**src/rtl/via_irq_pkg.sv**
```systemverilog
// Package for the interrupt flag/enable unit: bus geometry, register
// indices and the mapping from source number to flag bit.
package via_irq_pkg;
    localparam int ADDR_W   = 13;
    localparam int SEL_LSB  = 9;
    localparam int SEL_W    = 4;
    localparam int DATA_W   = 8;
    localparam int BITS_W   = DATA_W - 1;
    localparam int NUM_SRC  = 3;
    localparam int FLAG_IDX = 13;
    localparam int EN_IDX   = 14;

    // Flags that may drive the request line: shift (bit 2) and timer 1 (bit 6).
    localparam logic [BITS_W-1:0] IRQ_MASK = 7'h44;

    // Flag bit position of each source.
    function automatic int src_pos(input int idx);
        case (idx)
            0:       return 2;
            1:       return 5;
            default: return 6;
        endcase
    endfunction
endpackage

```
**src/rtl/via_flag_reg.sv**
```systemverilog
// Flag register. One bit per position. A set request takes priority over
// both a clear strobe and a clearing register write in the same cycle.
// Assumes set_vec and clr_vec are already mapped to bit positions.
module via_flag_reg #(
    parameter int WIDTH = 7
) (
    input  logic             clk,
    input  logic             rst_n,
    input  logic             wr_clr,
    input  logic [WIDTH-1:0] wr_mask,
    input  logic [WIDTH-1:0] set_vec,
    input  logic [WIDTH-1:0] clr_vec,
    output logic [WIDTH-1:0] flags
);
    for (genvar b = 0; b < WIDTH; b++) begin : g_bit
        logic drop;
        assign drop = clr_vec[b] | (wr_clr & wr_mask[b]);
        // Per-bit flag update, set beating any clear.
        always_ff @(posedge clk) begin
            if (!rst_n)          flags[b] <= 1'b0;
            else if (set_vec[b]) flags[b] <= 1'b1;
            else if (drop)       flags[b] <= 1'b0;
        end
    end
endmodule

```
**src/rtl/via_enable_reg.sv**
```systemverilog
// Enable register. The top bit of a write chooses between ORing the low
// bits in and clearing the low bits that are 1.
module via_enable_reg #(
    parameter int DATA_W = 8,
    localparam int BITS_W = DATA_W - 1
) (
    input  logic              clk,
    input  logic              rst_n,
    input  logic              wr,
    input  logic [DATA_W-1:0] wdata,
    output logic [BITS_W-1:0] en
);
    // Set/clear update of the enable bits.
    always_ff @(posedge clk) begin
        if (!rst_n)
            en <= '0;
        else if (wr) begin
            if (wdata[DATA_W-1]) en <= en | wdata[BITS_W-1:0];
            else                 en <= en & ~wdata[BITS_W-1:0];
        end
    end
endmodule

```
**src/rtl/via_irq_gen.sv**
```systemverilog
// Request generation. It forms the combinational summary of all enabled
// flags and registers the request from the subset in MASK.
module via_irq_gen #(
    parameter int WIDTH = 7,
    parameter logic [WIDTH-1:0] MASK = '1
) (
    input  logic             clk,
    input  logic             rst_n,
    input  logic [WIDTH-1:0] flags,
    input  logic [WIDTH-1:0] en,
    output logic             summary,
    output logic             irq
);
    logic [WIDTH-1:0] live;
    assign live    = flags & en;
    assign summary = |live;

    // One-cycle registered request from maskable sources.
    always_ff @(posedge clk) begin
        if (!rst_n) irq <= 1'b0;
        else        irq <= |(live & MASK);
    end
endmodule

```
**src/rtl/via_irq_unit.sv**
```systemverilog
// Top of the interrupt flag/enable unit. It decodes the register index from
// the address, maps the source strobes to flag bits and muxes read data.
// Assumes a single-cycle write strobe and that reads have no side effects.
module via_irq_unit
    import via_irq_pkg::*;
(
    input  logic              clk,
    input  logic              rst_n,
    input  logic [ADDR_W-1:0] bus_addr,
    input  logic              bus_wr,
    input  logic [DATA_W-1:0] bus_wdata,
    output logic [DATA_W-1:0] bus_rdata,
    input  logic [NUM_SRC-1:0] src_set,
    input  logic [NUM_SRC-1:0] src_clr,
    output logic              irq
);
    logic [SEL_W-1:0]  sel;
    logic [BITS_W-1:0] set_vec, clr_vec;
    logic [BITS_W-1:0] flag_q, en_q;
    logic              summary;
    logic              wr_flag, wr_en;

    assign sel     = bus_addr[SEL_LSB +: SEL_W];
    assign wr_flag = bus_wr && (sel == SEL_W'(FLAG_IDX));
    assign wr_en   = bus_wr && (sel == SEL_W'(EN_IDX));

    // Map each source strobe onto its flag bit position.
    for (genvar b = 0; b < BITS_W; b++) begin : g_map
        logic s_any, c_any;
        always_comb begin
            s_any = 1'b0;
            c_any = 1'b0;
            for (int i = 0; i < NUM_SRC; i++) begin
                if (src_pos(i) == b) begin
                    s_any = s_any | src_set[i];
                    c_any = c_any | src_clr[i];
                end
            end
        end
        assign set_vec[b] = s_any;
        assign clr_vec[b] = c_any;
    end

    via_flag_reg #(.WIDTH(BITS_W)) u_flag (
        .clk(clk), .rst_n(rst_n), .wr_clr(wr_flag),
        .wr_mask(bus_wdata[BITS_W-1:0]),
        .set_vec(set_vec), .clr_vec(clr_vec), .flags(flag_q)
    );

    via_enable_reg #(.DATA_W(DATA_W)) u_en (
        .clk(clk), .rst_n(rst_n), .wr(wr_en), .wdata(bus_wdata), .en(en_q)
    );

    via_irq_gen #(.WIDTH(BITS_W), .MASK(IRQ_MASK)) u_gen (
        .clk(clk), .rst_n(rst_n), .flags(flag_q), .en(en_q),
        .summary(summary), .irq(irq)
    );

    // Read mux over the two owned indices; others read as zero.
    always_comb begin
        case (sel)
            SEL_W'(FLAG_IDX): bus_rdata = {summary, flag_q};
            SEL_W'(EN_IDX):   bus_rdata = {1'b1, en_q};
            default:          bus_rdata = '0;
        endcase
    end
endmodule

```
**config.mk**
```make
export PLATFORM = sky130hd
export DESIGN_NAME = via_irq_unit
export DESIGN_NICKNAME = d
export VERILOG_FILES = /design/src/rtl/via_irq_pkg.sv /design/src/rtl/via_flag_reg.sv /design/src/rtl/via_enable_reg.sv /design/src/rtl/via_irq_gen.sv /design/src/rtl/via_irq_unit.sv
export SDC_FILE = /design/constraint.sdc
export NUM_CORES = 1
export LEC_CHECK = 0
export BUFFER_PORTS_ARGS = -buffer_cell sky130_fd_sc_hd__buf_2
export CAP_MARGIN = 20
export CORE_MARGIN = 5
export CORE_UTILIZATION = 42
export DETAILED_ROUTE_END_ITERATION = 10
export HOLD_SLACK_MARGIN = 0.02
export PLACE_DENSITY = 0.8
export SLEW_MARGIN = 10
export SYNTH_ARGS = -nofsm -noshare
export SYNTH_HDL_FRONTEND = slang
export SYNTH_SLANG_ARGS = --single-unit
```
**constraint.sdc**
```tcl
create_clock -name clk -period 1.8 [get_ports clk]
set_input_delay 0.09 -clock clk [delete_from_list [all_inputs] [get_ports clk]]
set_output_delay 0.09 -clock clk [all_outputs]
set_load 0.02 [all_outputs]
```
# Word-level counts from Yosys, hierarchy flattened
# Cells that the tools add are included.
# totals
elab_cells,32
ff_bits,11
# op_classes
bitwise_logic,10
mux,8
n_eq_ne,2
reduce_logical,7
# ops
cell,n
$pmux 8 s2,1
$and 7x7->7,2
$eq 4x4->1 const B,2
$mux 7,1
$not 7->7,1
$or 7x7->7,1
$reduce_or 7->1,1
$mux 1,6
$reduce_bool 2->1,3
$and 1x1->1,3
$or 1x1->1,3
$logic_and 1x1->1,2
$reduce_or 2->1,1

# Logic depth before layout (Yosys ltp)
# depth
word_depth,6
mapped_depth,4

# Cells and area by module
# A second synthesis with hierarchy kept.
# hier_totals
cells_unflattened,95
area_unflattened_um2,817.0
# by_module_without_submodules
module,seq_area_each_um2,area_per_inst_um2,cells_each,n_inst
via_flag_reg,140.1,276.5,28,1
via_enable_reg,140.1,274.0,30,1
via_irq_unit,0.0,210.2,31,1
via_irq_gen,20.0,56.3,6,1

# Least setup slack after synthesis
# OpenSTA, ideal clock, no wires.
# synth_timing
path_type,register -> output
from,reg (tool-made name)
to,out bus_rdata[7]
t_required_ps,1710
path_stages_with_launch,4
setup_slack_ps,678
arrival_time_ps,1032
path_buffers,0
path_cell_list,dfxtp_1 -> a22oi_1 -> a21boi_0 -> o21ai_0
# synth_lines
element,line,text
end: declaration,via_irq_unit.sv:12,"output logic [DATA_W-1:0] bus_rdata,"

==> qor.csv <==
stage,metric,value,unit
worst_setup_path,critical path class,flip-flop to primary output,
routing,Residual DRC,0,
cells_and_area,post-route cell area,761,sq um
cells_and_area,Post-layout nets,129,
cts,buffer count from post-CTS setup fixing,0,
routing,drt first-iter violations,12,
worst_setup_path,"critical path fanouts, max",3,
cts,Worst-path clk slew,0.07,ns
logic_synthesis,mux cell area share after synthesis,0.120,
floorplanning,Site Rows,13,
logic_synthesis,count of state elements after synthesis,11,
worst_setup_path,CP max-delay cell,dfxtp_1,
placed_design,placed wire-length estimate,1120,microns
cts,# H-tree levels,1,
cells_and_area,Area Growth Syn to Fin,30.2,%
worst_setup_path,largest stage delay on the critical path,0.33,ns
floorplanning,Die X,47.3,microns
routing,Detailed Route WL,1520,microns
worst_setup_path,critical path cell sequence,a22oi_1 -> a21boi_0 -> o21ai_0 -> buf_2,
logic_synthesis,syn avg cell area,8.72,sq um
placed_design,Placement Cell Area,714,sq um
placed_design,Placer Congestion,0.779,
sta,final hold vios,0,
sta,normalized max-slew margin,0.787,
sta,TNS Setup,0,ns
global_routing,vias in the first global route,560,
power,LEAKAGE,0.398,nW
power,power density over the cells,649,nW/um^2
logic_synthesis,"area leader, netlist",dfxtp_1,
cts,CTS sink count,11,
routing,Routed Antenna Nets,0,
cts,"Gates resized, CTS repair",0,
run,max cap viols,0,
sta,Final Setup Violations,0,
global_routing,first-pass GRT wire length,2430,microns
logic_synthesis,Synth Instances,67,
sta,Max Fclk,717,MHz
routing,Vias,610,
floorplanning,Core Area,1300,sq um
power,total power,493,uW
cts,Root Buffer,clkbuf_4,
run_status,status,completed,
routing,post-DR wirelength/cell,13.5,microns
worst_setup_path,CP startpoint kind,flip-flop,
routing,Via-to-Cell Ratio,5.40,
global_routing,total grt overflow,0,
cts,clock latency at the later pin of the worst-skew pair,0.28,ns
floorplanning,num ports,39,
sta,Slew @ Worst Pin,0.319,ns
logic_synthesis,Synth area leaders,"dfxtp_1 (38%), mux2i_1 (12%), nand2_1 (7.1%), nand3_1 (6.0%), a22oi_1 (5.1%)",
logic_synthesis,Ys Warns,0,
floorplanning,Die Span Y,47.3,microns
global_routing,largest net degree at the start of global routing,16,
placed_design,I/O Buffers,29,
logic_synthesis,Mapped Nets,97,
logic_synthesis,Cell variety after synth,20,
logic_synthesis,Post-Synth XOR/XNOR Area,0,
cts,CTS hold repair buffers,1,
logic_synthesis,Simple-Gate Fraction of Synth Area,0.270,
floorplanning,Initial Utilization,0.449,
sta,Final min period,1.39,ns
worst_setup_path,WP data required,1.71,ns
global_routing,initial antenna violation count,0,
sta,unrepaired setup endpoints after global routing,false,
sta,fin crit share,0.774,
logic_synthesis,largest family of logic cells by synthesized area,simple AND/OR/NAND/NOR gates,
logic_synthesis,sequential-to-total area share from yosys stat,0.377,
cells_and_area,layout cells sized above 1,0.347,
sta,Layout Skew,0.00603,ns
worst_setup_path,WP data arrival,1.30,ns
logic_synthesis,compound-gate portion of the synthesized area,0.156,
placed_design,Place WS,0.702,ns
floorplanning,DIE AREA,2240,sq um
logic_synthesis,Adder-Cell Fraction of Synth Area,0,
sta,final worst slack,0.406,ns
worst_setup_path,Crit. End Element,primary output,
cts,cts bufs inserted,3,
hold_path,Hold Crit Class,input pin to flip-flop,
cts,Max clock buf depth,2,
logic_synthesis,Synth top area share,0.377,
logic_synthesis,Synth Cell Area,584,sq um
sta,Max Slew Vio Count,0,
power,Peak VDD IR,0.410,mV
cts,CTS tree,yes,
cells_and_area,n_diodes,0,
routing,TritonRoute pass-1 iters,4,
global_routing,gr usage total,0.158,
cells_and_area,Util after Layout,0.585,
final cells by class:
| type | count | area [sq um] |
|---|---|---|
| fillers | 127 | 541 |
| multi-input cells | 49 | 319 |
| flip-flops and latches | 11 | 220 |
| repair buffers | 31 | 165 |
| clock buffers | 4 | 26.3 |
| well taps | 15 | 18.8 |
| inverters | 3 | 11.3 |
final timing paths:
kind / startpoint / to / slack, ns / cells after the start
max: flip-flop / bus_rdata[7] / 0.41 / 4
min: src_set[2] / u_flag.flags[6] / 0.02 / 2
max reg2reg: u_flag.flags[2] / u_flag.flags[2] / 1.00 / 3
min reg2reg: flip-flop / flip-flop / 0.46 / 2
critical path, delay by kind of cell (launching register included):
| family | cells | cell delay (ns) |
|---|---|---|
| AO/OA/AOI/OAI | 3 | 0.53 |
| flip-flops | 1 | 0.33 |
| buffers and inverters | 1 | 0.17 |
metrics by stage:
stage          hold slack, ns  instances
6_report               0.0191        113
5_1_grt                0.0272        113
4_1_cts                0.0205        112
3_5_place_dp            0.302        107
3_3_place_gp            0.298        107
2_1_floorplan           0.214         67
synth_stat cells:
cell type,count
nor2b_4,1
and2_1,1
o21ai_0,1
nand3_1,7
dfxtp_1,11
and3_4,1
mux2i_1,7
clkbuf_1,1
and2b_1,1
nand2_1,11
buf_4,1
a311oi_1,3
a22oi_1,4
nor2b_1,1
a21boi_0,1
o21a_1,3
buf_6,2
and3_1,4
inv_1,3
nor2_1,3
layout by cell type, fill, tap and decap left out:
| master | n |
|---|---|
| buf_2 | 29 |
| a21boi_0 | 1 |
| clkbuf_4 | 3 |
| and3_4 | 1 |
| nand2_1 | 11 |
| and3_1 | 4 |
| nor2b_4 | 1 |
| and2b_1 | 1 |
| o21ai_0 | 1 |
| mux2i_1 | 7 |
| a311oi_1 | 3 |
| a22oi_1 | 4 |
| dlygate4sd3_1 | 2 |
| nor2_1 | 3 |
| dfxtp_1 | 11 |
| and2_1 | 1 |
| nand3_1 | 7 |
| o21a_1 | 3 |
| inv_1 | 3 |
| nor2b_1 | 1 |
| clkbuf_1 | 1 |
report_power, final:
part	internal, mW	total [mW]	leakage [nW]	switching (mW)
Combinational	0.0326	0.0681	0.293	0.0355
Clock	0.0861	0.172	0.0150	0.0862
Sequential	0.249	0.253	0.0896	0.00415
per-layer routing:
| metal | global-route usage | wire length [microns] |
|---|---|---|
| met3 | 0.0345 | 137 |
| met1 | 0.198 | 638 |
| met2 | 0.243 | 709 |
| met5 | 0 | 0 |
| met4 | 0.0994 | 39 |
logic make-up (layout without fill, tap and decap cells):
group	Yosys count	in the layout
AND/OR/NAND/NOR	30	30
AO/OA/AOI/OAI	12	12
multiplexers	7	7
buffers and inverters	7	38
flip-flops	11	11
Power figures use the tool's default switching activity.
